### config.mk
export PLATFORM = sky130hd
export DESIGN_NAME = gpio_estop_port
export DESIGN_NICKNAME = d
export VERILOG_FILES = /design/src/rtl/gpio_estop_pkg.sv /design/src/rtl/gpio_estop_regs.sv /design/src/rtl/gpio_estop_pin.sv /design/src/rtl/gpio_estop_port.sv
export SDC_FILE = /design/constraint.sdc
export NUM_CORES = 1
export LEC_CHECK = 0
export ABC_AREA = 1
export ABC_CLOCK_PERIOD_IN_PS = 1700
export BUFFER_PORTS_ARGS = -buffer_cell sky130_fd_sc_hd__buf_2
export CORE_UTILIZATION = 40
export CTS_CLUSTER_SIZE = 25
export DETAILED_ROUTE_END_ITERATION = 8
export PLACE_DENSITY_LB_ADDON = 0.1
export SYNTH_ARGS = -nofsm -noshare
export SYNTH_HDL_FRONTEND = slang
export SYNTH_SLANG_ARGS = --single-unit
### constraint.sdc
create_clock -name clk -period 1.7 [get_ports clk]
set_input_delay 0.34 -clock clk [delete_from_list [all_inputs] [get_ports clk]]
set_output_delay 0.34 -clock clk [all_outputs]
set_load 0.02 [all_outputs]
### src/rtl/gpio_estop_pkg.sv
package gpio_estop_pkg;

  // Register offsets (byte addresses within the port block)
  localparam int unsigned OFS_DOUT    = 'h00;
  localparam int unsigned OFS_CFG_LO  = 'h10;
  localparam int unsigned OFS_STOP_EN = 'h50;

  // Source codes inside a pin field
  localparam logic [1:0] SRC_LATCH = 2'd0;
  localparam logic [1:0] SRC_ALT1  = 2'd1;
  localparam logic [1:0] SRC_ALT2  = 2'd2;

  // Field layout: bit 3 drive, bit 2 spare, bits 1:0 source
  localparam int unsigned FLD_DRIVE_BIT = 3;

  // Normal (non-overridden) source selection for one pin
  function automatic logic pick_src(input logic [1:0] src, input logic latch,
                                    input logic a1, input logic a2, input logic a3);
    logic v;
    case (src)
      SRC_LATCH: v = latch;
      SRC_ALT1:  v = a1;
      SRC_ALT2:  v = a2;
      default:   v = a3;
    endcase
    return v;
  endfunction

  // Address of configuration register k
  function automatic int unsigned cfg_ofs(input int unsigned k);
    return OFS_CFG_LO + 4 * k;
  endfunction

endpackage

### src/rtl/gpio_estop_regs.sv
module gpio_estop_regs
  import gpio_estop_pkg::*;
#(
  parameter int unsigned NPINS = 16,
  parameter int unsigned DW    = 32,
  parameter int unsigned AW    = 8,
  parameter int unsigned FW    = 4
) (
  input  logic               clk,
  input  logic               rst_n,
  input  logic [AW-1:0]      bus_addr,
  input  logic               bus_wr,
  input  logic [DW-1:0]      bus_wdata,
  output logic [DW-1:0]      bus_rdata,
  output logic [NPINS-1:0]   dout_q,
  output logic [NPINS-1:0]   stop_en_q,
  output logic [2*NPINS-1:0] src_q,
  output logic [NPINS-1:0]   drive_q
);

  localparam int unsigned PPC  = DW / FW;
  localparam int unsigned NCFG = (NPINS + PPC - 1) / PPC;

  // Address decode, brought out as named wires for the checks
  logic            hit_dout;
  logic            hit_stop;
  logic [NCFG-1:0] hit_cfg;
  logic            hit_any;

  assign hit_dout = (bus_addr == AW'(OFS_DOUT));
  assign hit_stop = (bus_addr == AW'(OFS_STOP_EN));

  logic [DW-1:0] cfg_q [NCFG];

  genvar k;
  generate
    for (k = 0; k < NCFG; k++) begin : g_cfg
      assign hit_cfg[k] = (bus_addr == AW'(cfg_ofs(k)));

      always_ff @(posedge clk or negedge rst_n) begin
        if (!rst_n)                    cfg_q[k] <= '0;
        else if (bus_wr && hit_cfg[k]) cfg_q[k] <= bus_wdata;
      end
    end
  endgenerate

  assign hit_any = hit_dout | hit_stop | (|hit_cfg);

  always_ff @(posedge clk or negedge rst_n) begin
    if (!rst_n) begin
      dout_q    <= '0;
      stop_en_q <= '0;
    end else if (bus_wr) begin
      if (hit_dout) dout_q    <= bus_wdata[NPINS-1:0];
      if (hit_stop) stop_en_q <= bus_wdata[NPINS-1:0];
    end
  end

  // Per-pin field extraction
  genvar p;
  generate
    for (p = 0; p < NPINS; p++) begin : g_fld
      assign src_q[2*p +: 2] = cfg_q[p / PPC][(p % PPC) * FW +: 2];
      assign drive_q[p]      = cfg_q[p / PPC][(p % PPC) * FW + FLD_DRIVE_BIT];
    end
  endgenerate

  // Combinational readback
  always_comb begin
    bus_rdata = '0;
    if (hit_dout) bus_rdata[NPINS-1:0] = dout_q;
    if (hit_stop) bus_rdata[NPINS-1:0] = stop_en_q;
    for (int i = 0; i < NCFG; i++)
      if (hit_cfg[i]) bus_rdata = cfg_q[i];
  end

  // a mask write is visible in the next cycle
  assert_stop_write_R2: assert property (@(posedge clk) disable iff (!rst_n)
    (bus_wr && hit_stop) |=> (stop_en_q == $past(bus_wdata[NPINS-1:0])));

  // reserved bits of the mask register read zero
  assert_rsvd_zero_R3: assert property (@(posedge clk) disable iff (!rst_n)
    hit_stop |-> (bus_rdata[DW-1:NPINS] == '0));

  // unmapped reads return zero
  assert_unmapped_zero_R10: assert property (@(posedge clk) disable iff (!rst_n)
    !hit_any |-> (bus_rdata == '0));

  // an unmapped write leaves the mask and latch unchanged
  assert_unmapped_keep_R10: assert property (@(posedge clk) disable iff (!rst_n)
    (bus_wr && !hit_any) |=> ($stable(stop_en_q) && $stable(dout_q)));

endmodule

### src/rtl/gpio_estop_pin.sv
module gpio_estop_pin
  import gpio_estop_pkg::*;
(
  input  logic [1:0] src,
  input  logic       drive,
  input  logic       latch,
  input  logic       alt1,
  input  logic       alt2,
  input  logic       alt3,
  input  logic       stop_en,
  input  logic       estop,
  output logic       ovr,
  output logic       pin_out,
  output logic       pin_oe
);

  logic norm_val;

  assign norm_val = pick_src(src, latch, alt1, alt2, alt3);
  assign ovr      = estop & stop_en;
  assign pin_out  = ovr ? latch : norm_val;
  assign pin_oe   = ovr | drive;

endmodule

### src/rtl/gpio_estop_port.sv
module gpio_estop_port
  import gpio_estop_pkg::*;
#(
  parameter int unsigned NPINS = 16,
  parameter int unsigned DW    = 32,
  parameter int unsigned AW    = 8,
  parameter int unsigned FW    = 4
) (
  input  logic             clk,
  input  logic             rst_n,
  input  logic [AW-1:0]    bus_addr,
  input  logic             bus_wr,
  input  logic [DW-1:0]    bus_wdata,
  output logic [DW-1:0]    bus_rdata,
  input  logic             estop_i,
  input  logic [NPINS-1:0] alt1_i,
  input  logic [NPINS-1:0] alt2_i,
  input  logic [NPINS-1:0] alt3_i,
  output logic [NPINS-1:0] pin_out_o,
  output logic [NPINS-1:0] pin_oe_o
);

  logic [NPINS-1:0]   dout_q;
  logic [NPINS-1:0]   stop_en_q;
  logic [2*NPINS-1:0] src_q;
  logic [NPINS-1:0]   drive_q;
  logic [NPINS-1:0]   ovr_w;

  gpio_estop_regs #(.NPINS(NPINS), .DW(DW), .AW(AW), .FW(FW)) u_regs (
    .clk       (clk),
    .rst_n     (rst_n),
    .bus_addr  (bus_addr),
    .bus_wr    (bus_wr),
    .bus_wdata (bus_wdata),
    .bus_rdata (bus_rdata),
    .dout_q    (dout_q),
    .stop_en_q (stop_en_q),
    .src_q     (src_q),
    .drive_q   (drive_q)
  );

  genvar p;
  generate
    for (p = 0; p < NPINS; p++) begin : g_pin
      gpio_estop_pin u_pin (
        .src     (src_q[2*p +: 2]),
        .drive   (drive_q[p]),
        .latch   (dout_q[p]),
        .alt1    (alt1_i[p]),
        .alt2    (alt2_i[p]),
        .alt3    (alt3_i[p]),
        .stop_en (stop_en_q[p]),
        .estop   (estop_i),
        .ovr     (ovr_w[p]),
        .pin_out (pin_out_o[p]),
        .pin_oe  (pin_oe_o[p])
      );

      // an overridden pin carries its latch bit with the driver on
      assert_override_R8: assert property (@(posedge clk) disable iff (!rst_n)
        (estop_i && stop_en_q[p]) |-> (pin_out_o[p] == dout_q[p] && pin_oe_o[p]));

      // without override the driver follows the field bit
      assert_keep_oe_R7: assert property (@(posedge clk) disable iff (!rst_n)
        !(estop_i && stop_en_q[p]) |-> (pin_oe_o[p] == drive_q[p]));
    end
  endgenerate

  // the override set is never wider than the mask
  assert_ovr_subset_R9: assert property (@(posedge clk) disable iff (!rst_n)
    ((ovr_w & ~stop_en_q) == '0));

endmodule

==> qor.json <==
{
  "failed_checks": "negative setup slack",
  "via_count": 5646,
  "wl_per_cell_um": 17.7,
  "fin_nets": 981,
  "max_ir_drop_vdd_mv": 0.412,
  "critical_path.cell_chain": "buf_8 > inv_6 > nand2_4 > nor2_4 > buf_6 > buf_12 > nand2_8 > o22ai_2 > buf_6",
  "finalHoldViolCount": 0,
  "critical_path.max_stage_delay_ns": 0.18,
  "slew_headroom_pct": 73.7,
  "tightest_slew_ns": 0.394,
  "yosys.area.top_type": "dfrtp_1",
  "critical_path_capture_point_type": "output pin",
  "gr-usage-all-layers_pct": 26.0,
  "worst_clock_skew_ns": 0,
  "share_clk_of_total_power_pct": 33.8,
  "post_drt_via_cell_ratio": 5.29,
  "critical_path.startpoint_type": "input pin",
  "power-per-cell-area_mw_per_mm2": 714,
  "critical_path_most_common_cell": "buf_6",
  "first_pass_grt_wire_length_mm": 28.1,
  "floorplan.initialDensity_pct": 41.1,
  "clk_latency_ns": 0.35,
  "top_count_cell_post_synth": "nand2_1",
  "netlist_top_cells_area": "dfrtp_1 (44%), nand2_1 (17%), nand3_1 (7.3%)",
  "row_count": 42,
  "ys_seq_area_share_pct": 43.9,
  "worst_min_delay_path_class": "in2reg",
  "path_max_fanout": 5,
  "synth.cells.most_frequent": "nand2_1 (241), dfrtp_1 (96), nand3_1 (80)",
  "clk_transition_reported_paths_ns": 0.06,
  "worst-endpoint-required_ns": 1.36,
  "drt_first_pass_iters": 6,
  "synthesis.area_per_instance_sq_um": 7.52,
  "switchingPower_mw": 1.62,
  "timing_max_transition_violations_final": 0,
  "synth_top_area_share_pct": 43.9,
  "sw_frac_of_total_pct": 29.2,
  "rsz_0062_raised_after_global_routing": "true",
  "die_height_um": 119,
  "drc_errors": 0,
  "internal_power_mw": 3.92,
  "place.detailed.hpwl_mm": 11.3,
  "postSynthRegisterBits": 96,
  "netlist_cell_types": 22,
  "fin_crit_sh_pct": 102,
  "postRouteAntennaNets": 0,
  "antenna-diode-count": 0,
  "die-width_um": 119,
  "cts_buffers": 9,
  "synthCells": 727,
  "place.port_buffers": 155,
  "synth-edff-count": 0,
  "drive_gt1_share_pct": 36.3,
  "setup_viol_count_final": 9,
  "max_cap_viol_count": 0,
  "critical_path_arrival_ns": 1.39,
  "synth_flop_cell": "dfrtp_1",
  "clock_sinks": 96,
  "tritoncts": "done",
  "timing.final.crit_period_ns": 1.73,
  "drt_iter0_drc": 312,
  "yosysWarningCount": 0,
  "syn_to_final_growth_pct": 41.7,
  "ios": 156,
  "power.share.combinational_pct": 19.9,
  "fmaxAchievable_ghz": 0.578,
  "maximum_number_of_pins_on_one_net_before_global_route_repair": 51,
  "netlist_area_sq_mm": 0.00547,
  "cellLeakagePower_nw": 3.82,
  "post_synth_arst_share_pct": 100,
  "die_area_sq_mm": 0.0141,
  "dp_slack_ns": -0.118,
  "core_area_sq_mm": 0.0133,
  "clock_tree.buffer_depth": 2,
  "grt_overflow_total": 0,
  "finalHoldWorstSlack_ns": 0.216,
  "outcome": "complete, but fails checks",
  "antenna_found_initial": 0,
  "cts_max_level": 3,
  "postLayoutSetupSlackWorst_ns": -0.0307,
  "share_seq_of_total_power_pct": 46.3,
  "cp_slowest_cell": "o22ai_2",
  "timing_worst_setup_path_type": "in2out",
  "gpl.final_weighted_congestion": 0.855,
  "synth.net_count": 819,
  "cts_root_buf": "clkbuf_16",
  "grt_pass1_vias": 5271,
  "detail_route.wirelength_mm": 19.0
}
metrics by stage:
| stage | power [mW] | cell area [sq um] | TNS (ns) | utilization (%) | std cells |
|---|---|---|---|---|---|
| 6_report | 5.53 | 7740 | -0.109 | 58.2 | 1068 |
| 5_1_grt | 5.77 | 7740 | -1.62 | 58.2 | 1068 |
| 4_1_cts | 5.37 | 7110 | -0.0467 | 53.5 | 1047 |
| 3_5_place_dp | 3.44 | 6330 | -1.97 | 47.6 | 1016 |
| 3_3_place_gp | 3.42 | 6330 | -1.60 | 47.6 | 1016 |
| 2_1_floorplan | 3.15 | 5470 | 0 | - | 727 |
state kept, by name, indices dropped and copies added (netlist names):
name	flops
u_regs.cfg_q	16
u_regs.dout_q	16
u_regs.drive_q	16
u_regs.src_q	32
u_regs.stop_en_q	16
cell type report:
cell class | instances | area [sq um]
clock inverters | 1 | 5.00
flip-flops and latches | 96 | 2400
clock buffers | 13 | 250
inverters | 64 | 265
well taps | 176 | 220
fillers | 1195 | 5550
multi-input cells | 504 | 2800
repair buffers | 214 | 1800
placed cells by master, fill, tap and decap left out:
master,n
nand2_4,8
nor2_1,4
nand3_1,67
buf_6,38
nand3_2,13
nand2_1,222
buf_8,4
inv_6,1
o31ai_4,1
clkinv_2,1
a21oi_1,22
nor2_8,3
o22ai_4,9
nor2_2,2
buf_16,1
o21ai_0,16
nand2_2,14
clkinv_8,1
nor2_4,6
inv_1,38
clkbuf_8,1
o22ai_2,7
clkbuf_16,12
buf_12,15
dfrtp_1,94
buf_2,98
a21oi_2,2
buf_4,54
nand2_8,5
dlygate4sd3_1,1
dfrtp_2,2
inv_4,3
o21ai_1,76
inv_2,21
nand4_1,16
o31ai_2,2
clkbuf_1,3
o31ai_1,9
worst paths after layout:
check	start	to	slack, ns	depth (start not counted)
max in group asynchronous	rst_n	u_regs.src_q[20]	0.89	3
min in group asynchronous	rst_n	u_regs.cfg_q[18]	0.54	3
worst max register to register	u_regs.src_q[12]	u_regs.src_q[12]	0.92	3
worst max-delay path	bus_addr[7]	bus_rdata[20]	-0.03	9
worst min-delay path	bus_wdata[18]	u_regs.cfg_q[50]	0.22	3
worst min register to register	u_regs.cfg_q[10]	u_regs.cfg_q[10]	0.50	2
power by group through the flow:
stage | clock, mW | combinational, mW | sequential (mW)
floorplan | 0 | 0.593 | 2.55
global placement | 0 | 0.839 | 2.58
detailed placement | 0 | 0.854 | 2.59
CTS | 1.90 | 0.920 | 2.55
global route | 2.00 | 1.19 | 2.58
finish | 1.87 | 1.10 | 2.56
critical path, delay by kind of cell:
kind	cells	cell delay, ns
buffers and inverters	5	0.58
AND/OR/NAND/NOR	3	0.27
AO/OA/AOI/OAI	1	0.18
routing by layer:
layer / vias to the layer above / share of wire [%] / global-route usage, %
met4: 0 / 1.9 / 9.81
li1: 2703 / - / -
met3: 20 / 6.4 / 3.64
met5: - / 0 / 0
met2: 227 / 47 / 41.7
met1: 2696 / 44 / 35.7
what timing repair did:
action	4_1_cts	5_1_grt
pin swaps	17	33
endpoints found under the hold margin	13	0
gates resized for setup	92	132
gates cloned	6	5
setup buffers	10	18
setup endpoints to repair	39	48
hold buffers	1	0
logic make-up (layout without fill, tap and decap cells):
| logic type | after synthesis | in the layout | share of synthesized area [%] |
|---|---|---|---|
| and+or+nand+nor | 355 | 360 | 28.7 |
| AOI/OAI and AO/OA | 144 | 144 | 14.1 |
| buffers and inverters | 132 | 292 | 13.3 |
| DFF | 96 | 96 | 43.9 |
Note: power is estimated with default switching activity, not from simulation.
